--- config.mk ---
export PLATFORM = sky130hd
export DESIGN_NAME = pte_perm_check
export DESIGN_NICKNAME = d
export VERILOG_FILES = /design/src/rtl/pte_chk_pkg.sv /design/src/rtl/pte_fault_judge.sv /design/src/rtl/pte_bit_update.sv /design/src/rtl/pte_perm_check.sv
export SDC_FILE = /design/constraint.sdc
export NUM_CORES = 1
export LEC_CHECK = 0
export ABC_AREA = 1
export BUFFER_PORTS_ARGS = -buffer_cell sky130_fd_sc_hd__buf_4
export CAP_MARGIN = 30
export CORE_UTILIZATION = 40
export DETAILED_ROUTE_END_ITERATION = 7
export MAX_ROUTING_LAYER = met4
export PLACE_DENSITY = 0.7
export SLEW_MARGIN = 20
export SYNTH_ARGS = -nofsm -noshare
export SYNTH_HDL_FRONTEND = slang
export SYNTH_HIERARCHICAL = 1
export SYNTH_SLANG_ARGS = --single-unit
--- constraint.sdc ---
create_clock -name clk -period 1.5 [get_ports clk]
set_input_delay 0.45 -clock clk [delete_from_list [all_inputs] [get_ports clk]]
set_output_delay 0.45 -clock clk [all_outputs]
set_load 0.02 [all_outputs]
--- src/rtl/pte_chk_pkg.sv ---
package pte_chk_pkg;

    localparam int PTE_FLAG_W = 6;

    localparam int BIT_PRESENT = 0;
    localparam int BIT_WPROT   = 1;
    localparam int BIT_KERNEL  = 2;
    localparam int BIT_REF     = 3;
    localparam int BIT_MOD     = 4;
    localparam int BIT_NOCACHE = 5;

    typedef enum logic [1:0] {
        FLT_NONE    = 2'd0,
        FLT_ABSENT  = 2'd1,
        FLT_PRIV    = 2'd2,
        FLT_WPROT   = 2'd3
    } fault_code_t;

    typedef enum logic [1:0] {
        ST_IDLE  = 2'd0,
        ST_GRANT = 2'd1,
        ST_FAULT = 2'd2
    } chk_state_t;

endpackage

--- src/rtl/pte_fault_judge.sv ---
module pte_fault_judge
    import pte_chk_pkg::*;
(
    input  logic        present,
    input  logic        wprot,
    input  logic        kernel_only,
    input  logic        is_store,
    input  logic        is_user,
    output fault_code_t fault
);

    logic hit_absent;
    logic hit_priv;
    logic hit_wprot;

    always_comb begin
        hit_absent = !present;
        hit_priv   = kernel_only && is_user;
        hit_wprot  = wprot && is_store;
    end

    // Priority: absence beats privilege, privilege beats write-protect.
    always_comb begin
        if (hit_absent)
            fault = FLT_ABSENT;
        else if (hit_priv)
            fault = FLT_PRIV;
        else if (hit_wprot)
            fault = FLT_WPROT;
        else
            fault = FLT_NONE;
    end

    // A reported write-protect fault must never hide a privilege or absence cause.
    always_comb begin
        assert_no_masked_cause_R4: assert (!(fault == FLT_WPROT) || (present && !(kernel_only && is_user)))
            else $error("write-protect fault reported over a higher cause");
    end

endmodule

--- src/rtl/pte_bit_update.sv ---
module pte_bit_update
    import pte_chk_pkg::*;
#(
    parameter int PTE_W = 26
) (
    input  logic [PTE_W-1:0] entry_in,
    input  logic             is_store,
    output logic [PTE_W-1:0] entry_out,
    output logic             changed
);

    logic ref_next;
    logic mod_next;

    always_comb begin
        ref_next = 1'b1;
        mod_next = entry_in[BIT_MOD] | is_store;
    end

    always_comb begin
        entry_out          = entry_in;
        entry_out[BIT_REF] = ref_next;
        entry_out[BIT_MOD] = mod_next;
        changed            = (ref_next != entry_in[BIT_REF]) || (mod_next != entry_in[BIT_MOD]);
    end

    // Only the two usage bits may move.
    always_comb begin
        assert_only_usage_bits_R10: assert ((entry_out ^ entry_in) ==
                ((entry_out ^ entry_in) & ((PTE_W'(1) << BIT_REF) | (PTE_W'(1) << BIT_MOD))))
            else $error("non-usage bit altered");
    end

endmodule

--- src/rtl/pte_perm_check.sv ---
module pte_perm_check
    import pte_chk_pkg::*;
#(
    parameter  int FRAME_W = 20,
    localparam int PTE_W   = FRAME_W + PTE_FLAG_W
) (
    input  logic               clk,
    input  logic               rst_n,
    input  logic               req_valid,
    input  logic [PTE_W-1:0]   req_entry,
    input  logic               req_store,
    input  logic               req_user,
    output logic               rsp_valid,
    output logic [1:0]         rsp_fault,
    output logic [FRAME_W-1:0] rsp_frame,
    output logic               rsp_uncached,
    output logic [PTE_W-1:0]   rsp_entry,
    output logic               rsp_writeback
);

    fault_code_t      judge_fault;
    logic [PTE_W-1:0] upd_entry;
    logic             upd_changed;
    chk_state_t       state_q;
    chk_state_t       state_d;
    logic [PTE_W-1:0] ent_q;
    fault_code_t      fault_q;
    logic             wb_q;

    pte_fault_judge u_judge (
        .present     (req_entry[BIT_PRESENT]),
        .wprot       (req_entry[BIT_WPROT]),
        .kernel_only (req_entry[BIT_KERNEL]),
        .is_store    (req_store),
        .is_user     (req_user),
        .fault       (judge_fault)
    );

    pte_bit_update #(.PTE_W(PTE_W)) u_update (
        .entry_in  (req_entry),
        .is_store  (req_store),
        .entry_out (upd_entry),
        .changed   (upd_changed)
    );

    // Next state
    always_comb begin
        if (!req_valid)
            state_d = ST_IDLE;
        else if (judge_fault == FLT_NONE)
            state_d = ST_GRANT;
        else
            state_d = ST_FAULT;
    end

    // State register
    always_ff @(posedge clk) begin
        if (!rst_n)
            state_q <= ST_IDLE;
        else
            state_q <= state_d;
    end

    // Result holding registers
    always_ff @(posedge clk) begin
        if (!rst_n) begin
            ent_q   <= '0;
            fault_q <= FLT_NONE;
            wb_q    <= 1'b0;
        end else if (req_valid) begin
            ent_q   <= (judge_fault == FLT_NONE) ? upd_entry : req_entry;
            fault_q <= judge_fault;
            wb_q    <= (judge_fault == FLT_NONE) && upd_changed;
        end
    end

    // Outputs per state
    always_comb begin
        rsp_valid     = 1'b0;
        rsp_fault     = FLT_NONE;
        rsp_frame     = '0;
        rsp_uncached  = 1'b0;
        rsp_entry     = '0;
        rsp_writeback = 1'b0;
        unique case (state_q)
            ST_IDLE: begin
            end
            ST_GRANT: begin
                rsp_valid     = 1'b1;
                rsp_frame     = ent_q[PTE_W-1:PTE_FLAG_W];
                rsp_uncached  = ent_q[BIT_NOCACHE];
                rsp_entry     = ent_q;
                rsp_writeback = wb_q;
            end
            ST_FAULT: begin
                rsp_valid = 1'b1;
                rsp_fault = fault_q;
                rsp_entry = ent_q;
            end
            default: begin
            end
        endcase
    end

    // Clocked checks
    assert_result_follows_req_R2: assert property (@(posedge clk) disable iff (!rst_n)
        req_valid |=> rsp_valid) else $error("missing result");

    assert_no_spurious_result_R2: assert property (@(posedge clk) disable iff (!rst_n)
        !req_valid |=> !rsp_valid) else $error("result without request");

    assert_fault_clean_R9: assert property (@(posedge clk) disable iff (!rst_n)
        (rsp_valid && rsp_fault != FLT_NONE) |-> (!rsp_writeback && rsp_frame == '0 && !rsp_uncached))
        else $error("fault carries grant data");

    assert_wb_only_on_grant_R8: assert property (@(posedge clk) disable iff (!rst_n)
        rsp_writeback |-> (rsp_valid && rsp_fault == FLT_NONE))
        else $error("write-back outside a grant");

    assert_grant_refs_R6: assert property (@(posedge clk) disable iff (!rst_n)
        (rsp_valid && rsp_fault == FLT_NONE) |-> rsp_entry[BIT_REF])
        else $error("granted entry not referenced");

    assert_store_dirties_R7: assert property (@(posedge clk) disable iff (!rst_n)
        (req_valid && req_store && judge_fault == FLT_NONE) |=> rsp_entry[BIT_MOD])
        else $error("granted store not marked modified");

    assert_absent_first_R3: assert property (@(posedge clk) disable iff (!rst_n)
        (req_valid && !req_entry[BIT_PRESENT]) |=> (rsp_fault == FLT_ABSENT))
        else $error("absent entry not reported");

    assert_user_kernel_R4: assert property (@(posedge clk) disable iff (!rst_n)
        (req_valid && req_entry[BIT_PRESENT] && req_entry[BIT_KERNEL] && req_user) |=> (rsp_fault == FLT_PRIV))
        else $error("privilege violation not reported");

endmodule

==> results_dict.tcl, run 1 <==
set metrics [dict create \
    portBuffers 81 \
    die_x_um 75.3 \
    outcome "complete, but fails checks" \
    grt_max_degree 30 \
    cts_made_buffers 5 \
    hold_class "input port to register" \
    grt_pass1_vias 1986 \
    cts_hold_buf 0 \
    num_rows 26 \
    violations "setup timing" \
    dieArea_sq_mm 0.00566 \
    finalMaxSlewViolations 0 \
    clock_path_buffers 2 \
    cts-root-buf "clkbuf_8" \
    antenna_found_initial 0 \
    cpPeakStageDelay_ns 0.34 \
    postCtsSetupBuffers 0 \
    synth_area_sq_mm 0.00215 \
    reg2reg_slack_ns 0.78 \
    synth_top_area_cell "dfxtp_1" \
    synthToLayoutAreaGrowth_pct 42.4 \
    wl_per_cell_um 10.7 \
    maxCapViolations 0 \
    syn_avg_cell_area_sq_um 5.93 \
    insertedDiodeCount 0 \
    vias 2143 \
    ys_seq_elements 31 \
    path_clk_slew_ns 0.07 \
    cts_tree "yes" \
    overflow 0 \
    power_density_mw_per_mm2 728 \
    fillerInstances 514 \
    place.gp.congestion 0.785 \
    cp_cell_sequence "inv_2, ha_4, buf_12, nor2_4, buf_6" \
    finalCritPeriodShare 1.20 \
    ioPinCount 82 \
    synth_cells 362 \
    ys_async_sr_fraction 0 \
    cpMaxStageDelayCell "dfxtp_2" \
    max_clock_freq_ghz 0.555 \
    setup_tns_ns -12.59 \
    h-tree-depth 2 \
    path_max_fanout 10 \
    clkLatencyLatePin_ns 0.29 \
    timing.rr.end "ent_q[21]" \
    wl_um 5230 \
    viasPerCell 4.38 \
    critPathBufInv 3 \
    finalHoldViolCount 0 \
    worstSetupPathType "register to output pin" \
    ys_warn_count 6 \
    synth.distinct_cells 19 \
    synthFlopType "dfxtp_1" \
    worstRegToRegCells 4 \
    period_needed_ns 1.80 \
    worstPathArrival_ns 1.35 \
    grt_util_all_layers 0.205 \
    synth_top_area_frac 0.289 \
    nNetsFinal 451 \
    ant_nets 0 \
    die_y_um 75.3 \
    core_area_sq_mm 0.00514 \
    power_leakage_nw 1.75 \
    reg2reg_from "ent_q[21]" \
    drc_errors 0 \
    crit_start "state_q[0]" \
    place_area_sq_mm 0.00284 \
    setup_viol 49 \
    synthTopCellsByCount "nand2_1 (108), inv_1 (81), buf_4 (31), dfxtp_1 (31), nand3_1 (28)" \
    ys_seq_area_frac 0.289 \
    synth_edf_count 0 \
    synth_fp_nets 395 \
    drt-pass1-iter-count 4 \
    final_area_sq_mm 0.00306 \
    grt_first_pass_wirelength_um 8260 \
    drt_iter0_drc 84 \
    final_layout_size_suffix_gt1_frac 0.353 \
    yosys-top-cells-area "dfxtp_1 (29%), nand2_1 (19%), inv_1 (14%)" \
    start_util 0.418 \
    skew_ns 0 \
    timing.critical_path.from_type "register" \
    rsz0062_at_grt "yes" \
    endpoint_kind "output pin" \
    cp_top_family "buffers and inverters" \
    power_mw 2.23 \
    fin_ws_ns -0.303 \
    clock-sinks 31 \
    cp.required_ns 1.05 \
    dp_hpwl_um 3540 \
    endpoint "rsp_entry[7]" \
    crit_cells 5 \
    synth_most_common_cell "nand2_1" \
    ir_drop_v 0.000388 \
]
-- worst min-delay path by stage --
stage | start | endpoint | slack, ns | depth (start not counted)
after detailed placement | wb_q | wb_q | 0.46 | 2
final | rst_n | fault_q[1] | 0.43 | 3
after CTS | rst_n | fault_q[1] | 0.42 | 3
after global placement | wb_q | wb_q | 0.46 | 2
after floorplan | wb_q | wb_q | 0.45 | 2
after global routing | rst_n | fault_q[1] | 0.44 | 3
-- logic make-up (layout without fill, tap and decap cells) --
family,count (synthesis),after routing,share of synthesized area
simple gates,167,167,0.318
buf+inv,129,186,0.286
compound gates,32,32,0.0938
flops,31,31,0.289
fa+ha+maj,2,2,0.0117
other cells,1,1,0.00175
-- worst reg2reg max path: cells and delay by family (launching register included) --
family,cells,cell delay (ns)
flip-flops,1,0.33
AO/OA/AOI/OAI,1,0.16
AND/OR/NAND/NOR,1,0.07
buffers and inverters,2,0.12
-- through the flow --
stage                     hold slack (ns)  setup slack [ns]  std cells   util
after global placement              0.456           -0.0827        480  0.552
final                               0.427            -0.303        489  0.595
after CTS                           0.420            -0.309        489  0.592
after detailed placement            0.464           -0.0983        480  0.552
after floorplan                     0.446           -0.0233        362      -
after global routing                0.437            -0.345        489  0.595
-- registers in the layout, summed over array words and instances (netlist names) --
register and cells:
ent_q 26, wb_q 1, fault_q 2, state_q 2
-- area by class of cell --
cell class                 count  area, sq um  area share
multi-input combinational    202         1080       0.352
timing repair buffer          93          867       0.284
sequential                    31          623       0.204
inverter                      85          319       0.104
tap                           70         87.6      0.0286
clock buffer                   5         68.8      0.0225
clock inverter                 3         15.0     0.00491
-- layout by cell type, fill, tap and decap left out, drive strengths merged --
| cell | synthesis | final |
|---|---|---|
| inv | 85 | 85 |
| a21oi | 30 | 30 |
| ha | 2 | 2 |
| conb | 1 | 1 |
| clkbuf | 7 | 5 |
| dfxtp | 31 | 31 |
| clkinv | 0 | 3 |
| nand2 | 109 | 109 |
| nand3 | 28 | 28 |
| nor3 | 2 | 2 |
| or2 | 1 | 1 |
| buf | 37 | 93 |
| o21ai | 2 | 2 |
| nor2 | 27 | 27 |
-- layer usage --
metal  global-route usage  part of all wire
met1                0.209              0.42
met2                0.371              0.51
met3               0.0549             0.054
met4               0.0823             0.020
met5                    -                 0
-- power by group --
group          internal [mW]  total, mW  switching, mW  leakage [nW]
Combinational          0.287      0.667          0.380          1.44
Clock                  0.317      0.646          0.329        0.0477
Sequential             0.886      0.915         0.0285         0.258
Total                   1.49       2.23          0.737          1.75
-- timing repair --
action,in CTS,in global routing
resized for setup,25,9
endpoints found under the setup margin,51,51
gates cloned,1,0
pin swaps,0,1
(Power assumes the default switching activity.)
==> inputs of run 2 (changes only) <==
--- a/config.mk
+++ b/config.mk
@@ -8,10 +8,10 @@
 export ABC_AREA = 1
 export BUFFER_PORTS_ARGS = -buffer_cell sky130_fd_sc_hd__buf_4
 export CAP_MARGIN = 30
-export CORE_UTILIZATION = 40
+export CORE_UTILIZATION = 45
 export DETAILED_ROUTE_END_ITERATION = 7
 export MAX_ROUTING_LAYER = met4
-export PLACE_DENSITY = 0.7
+export PLACE_DENSITY = 0.77
 export SLEW_MARGIN = 20
 export SYNTH_ARGS = -nofsm -noshare
 export SYNTH_HDL_FRONTEND = slang
==> run 2 against run 1 <==
Net effect:
- the flow finishes with violations (DRC, setup timing)
- design area is 1.2% lower
- global-route usage rose by 1.3 points
- fmax up 0.84%
- via count increased by 1.4%
- worst hold slack better by 0.021 ns
- sequential power is essentially flat
- critical path type unchanged
- largest cell class unchanged
- largest power group unchanged
==> results_dict.tcl, run 2 (synthesis results as in run 1) <==
set metrics [dict create \
    nNetsFinal 453 \
    num_rows 24 \
    final_layout_size_suffix_gt1_frac 0.346 \
    hold_class "input port to register" \
    synthToLayoutAreaGrowth_pct 40.7 \
    cts-root-buf "clkbuf_8" \
    ioPinCount 82 \
    layout_commonest_cell "nand2_1" \
    final_area_sq_mm 0.00302 \
    path_clk_slew_ns 0.06 \
    violations "DRC, setup timing" \
    largest_register_ffs 26 \
    die_y_um 71.1 \
    h-tree-depth 2 \
    finalMaxSlewViolations 0 \
    outcome "complete, but fails checks" \
    clock_path_buffers 2 \
    insertedDiodeCount 0 \
    top_register "ent_q" \
    path_max_fanout 10 \
    portBuffers 81 \
    ir_drop_v 0.000476 \
    grt_first_pass_wirelength_um 8450 \
    grt_pass1_vias 1916 \
    drt_iter0_drc 140 \
    finalCritPeriodShare 1.19 \
    postCtsSetupBuffers 0 \
    worstSetupPathType "register to output pin" \
    ant_nets 0 \
    wl_um 5290 \
    endpoint_kind "output pin" \
    antenna_found_initial 0 \
    grt_util_all_layers 0.218 \
    wl_per_cell_um 11.2 \
    setup_tns_ns -11.60 \
    cts_tree "yes" \
    clock-sinks 31 \
    period_needed_ns 1.79 \
    cts_hold_buf 0 \
    viasPerCell 4.62 \
    rsz0062_at_grt "yes" \
    power_leakage_nw 1.75 \
    holdCritStartpoint "rst_n" \
    grt_max_degree 30 \
    dieArea_sq_mm 0.00505 \
    maxCapViolations 0 \
    layout_common_cells "nand2_1 (106), inv_1 (78), buf_4 (68), dfxtp_1 (29), nand3_1 (28)" \
    drc_errors 6 \
    place_area_sq_mm 0.00283 \
    worstPathArrival_ns 1.34 \
    power_density_mw_per_mm2 719 \
    skew_ns 0 \
    start_util 0.480 \
    cts_made_buffers 5 \
    drt-pass1-iter-count 7 \
    core_area_sq_mm 0.00447 \
    vias 2174 \
    place.gp.congestion 0.781 \
    die_x_um 71.1 \
    setup_viol 49 \
    max_clock_freq_ghz 0.559 \
    finalHoldViolCount 0 \
    top_regs "ent_q x26, fault_q x2, state_q x2" \
    cp.required_ns 1.05 \
    reg2reg_from "ent_q[17]" \
    fin_ws_ns -0.288 \
    clkLatencyLatePin_ns 0.27 \
    crit_start "state_q[0]" \
    timing.critical_path.from_type "register" \
    dp_hpwl_um 3780 \
    overflow 0 \
]
[run 2: cell count changes in the layout (fill, tap and decap cells not counted)]
cell      previous run  this run
clkbuf_1             0         1
inv_2                8         7
inv_1               77        78
nor2_1               6         7
buf_8                0         2
nor2_2               1         0
buf_4               64        68
clkinv_2             3         0
buf_16               1         0
buf_6               23        20
[run 2: area by class of cell]
cell class                 count  area (sq um)
tap                           52          65.1
clock buffer                   6          72.6
inverter                      85           319
fill                         396          1450
timing repair buffer          95           866
multi-input combinational    202          1070
sequential                    31           623
[run 2: routing by layer]
metal / GRT usage / wire [um]
met2: 0.370 / 2740
met5: - / 0
met1: 0.259 / 2220
met3: 0.0499 / 264
met4: 0.0644 / 72
[run 2: critical path, stage by stage (launching register included)]
cell and delay (ns):
dfxtp_2 0.33, inv_2 0.04, ha_4 0.31, buf_12 0.17
nor2_1 0.06, buf_4 0.15
[run 2: repair_timing]
item	CTS	global route
endpoints found under the setup margin	51	51
gates cloned	0	1
pin swaps	0	2
resized for setup	25	8
[run 2: worst paths after layout]
check                                     end  slack, ns  depth (start not counted)
worst max register to register      ent_q[17]       0.76                          4
worst min-delay path               fault_q[1]       0.45                          3
worst max-delay path            rsp_entry[25]      -0.29                          5
worst min register to register           wb_q       0.49                          2
[run 2: power breakdown]
part | total [mW] | internal (mW) | switching [mW] | leakage [nW]
logic | 0.669 | 0.287 | 0.383 | 1.45
registers | 0.915 | 0.887 | 0.0283 | 0.258
clock network | 0.589 | 0.309 | 0.280 | 0.0371
total | 2.17 | 1.48 | 0.691 | 1.75
[run 2: per-stage QoR]
stage	utilization	cells	hold slack (ns)	power [mW]	setup WS (ns)
2_1_floorplan	-	362	0.446	1.40	-0.0233
3_3_place_gp	0.633	464	0.456	1.55	-0.0783
3_5_place_dp	0.633	464	0.464	1.57	-0.0953
4_1_cts	0.670	470	0.435	2.19	-0.305
5_1_grt	0.675	471	0.458	2.30	-0.342
6_report	0.675	471	0.447	2.17	-0.288
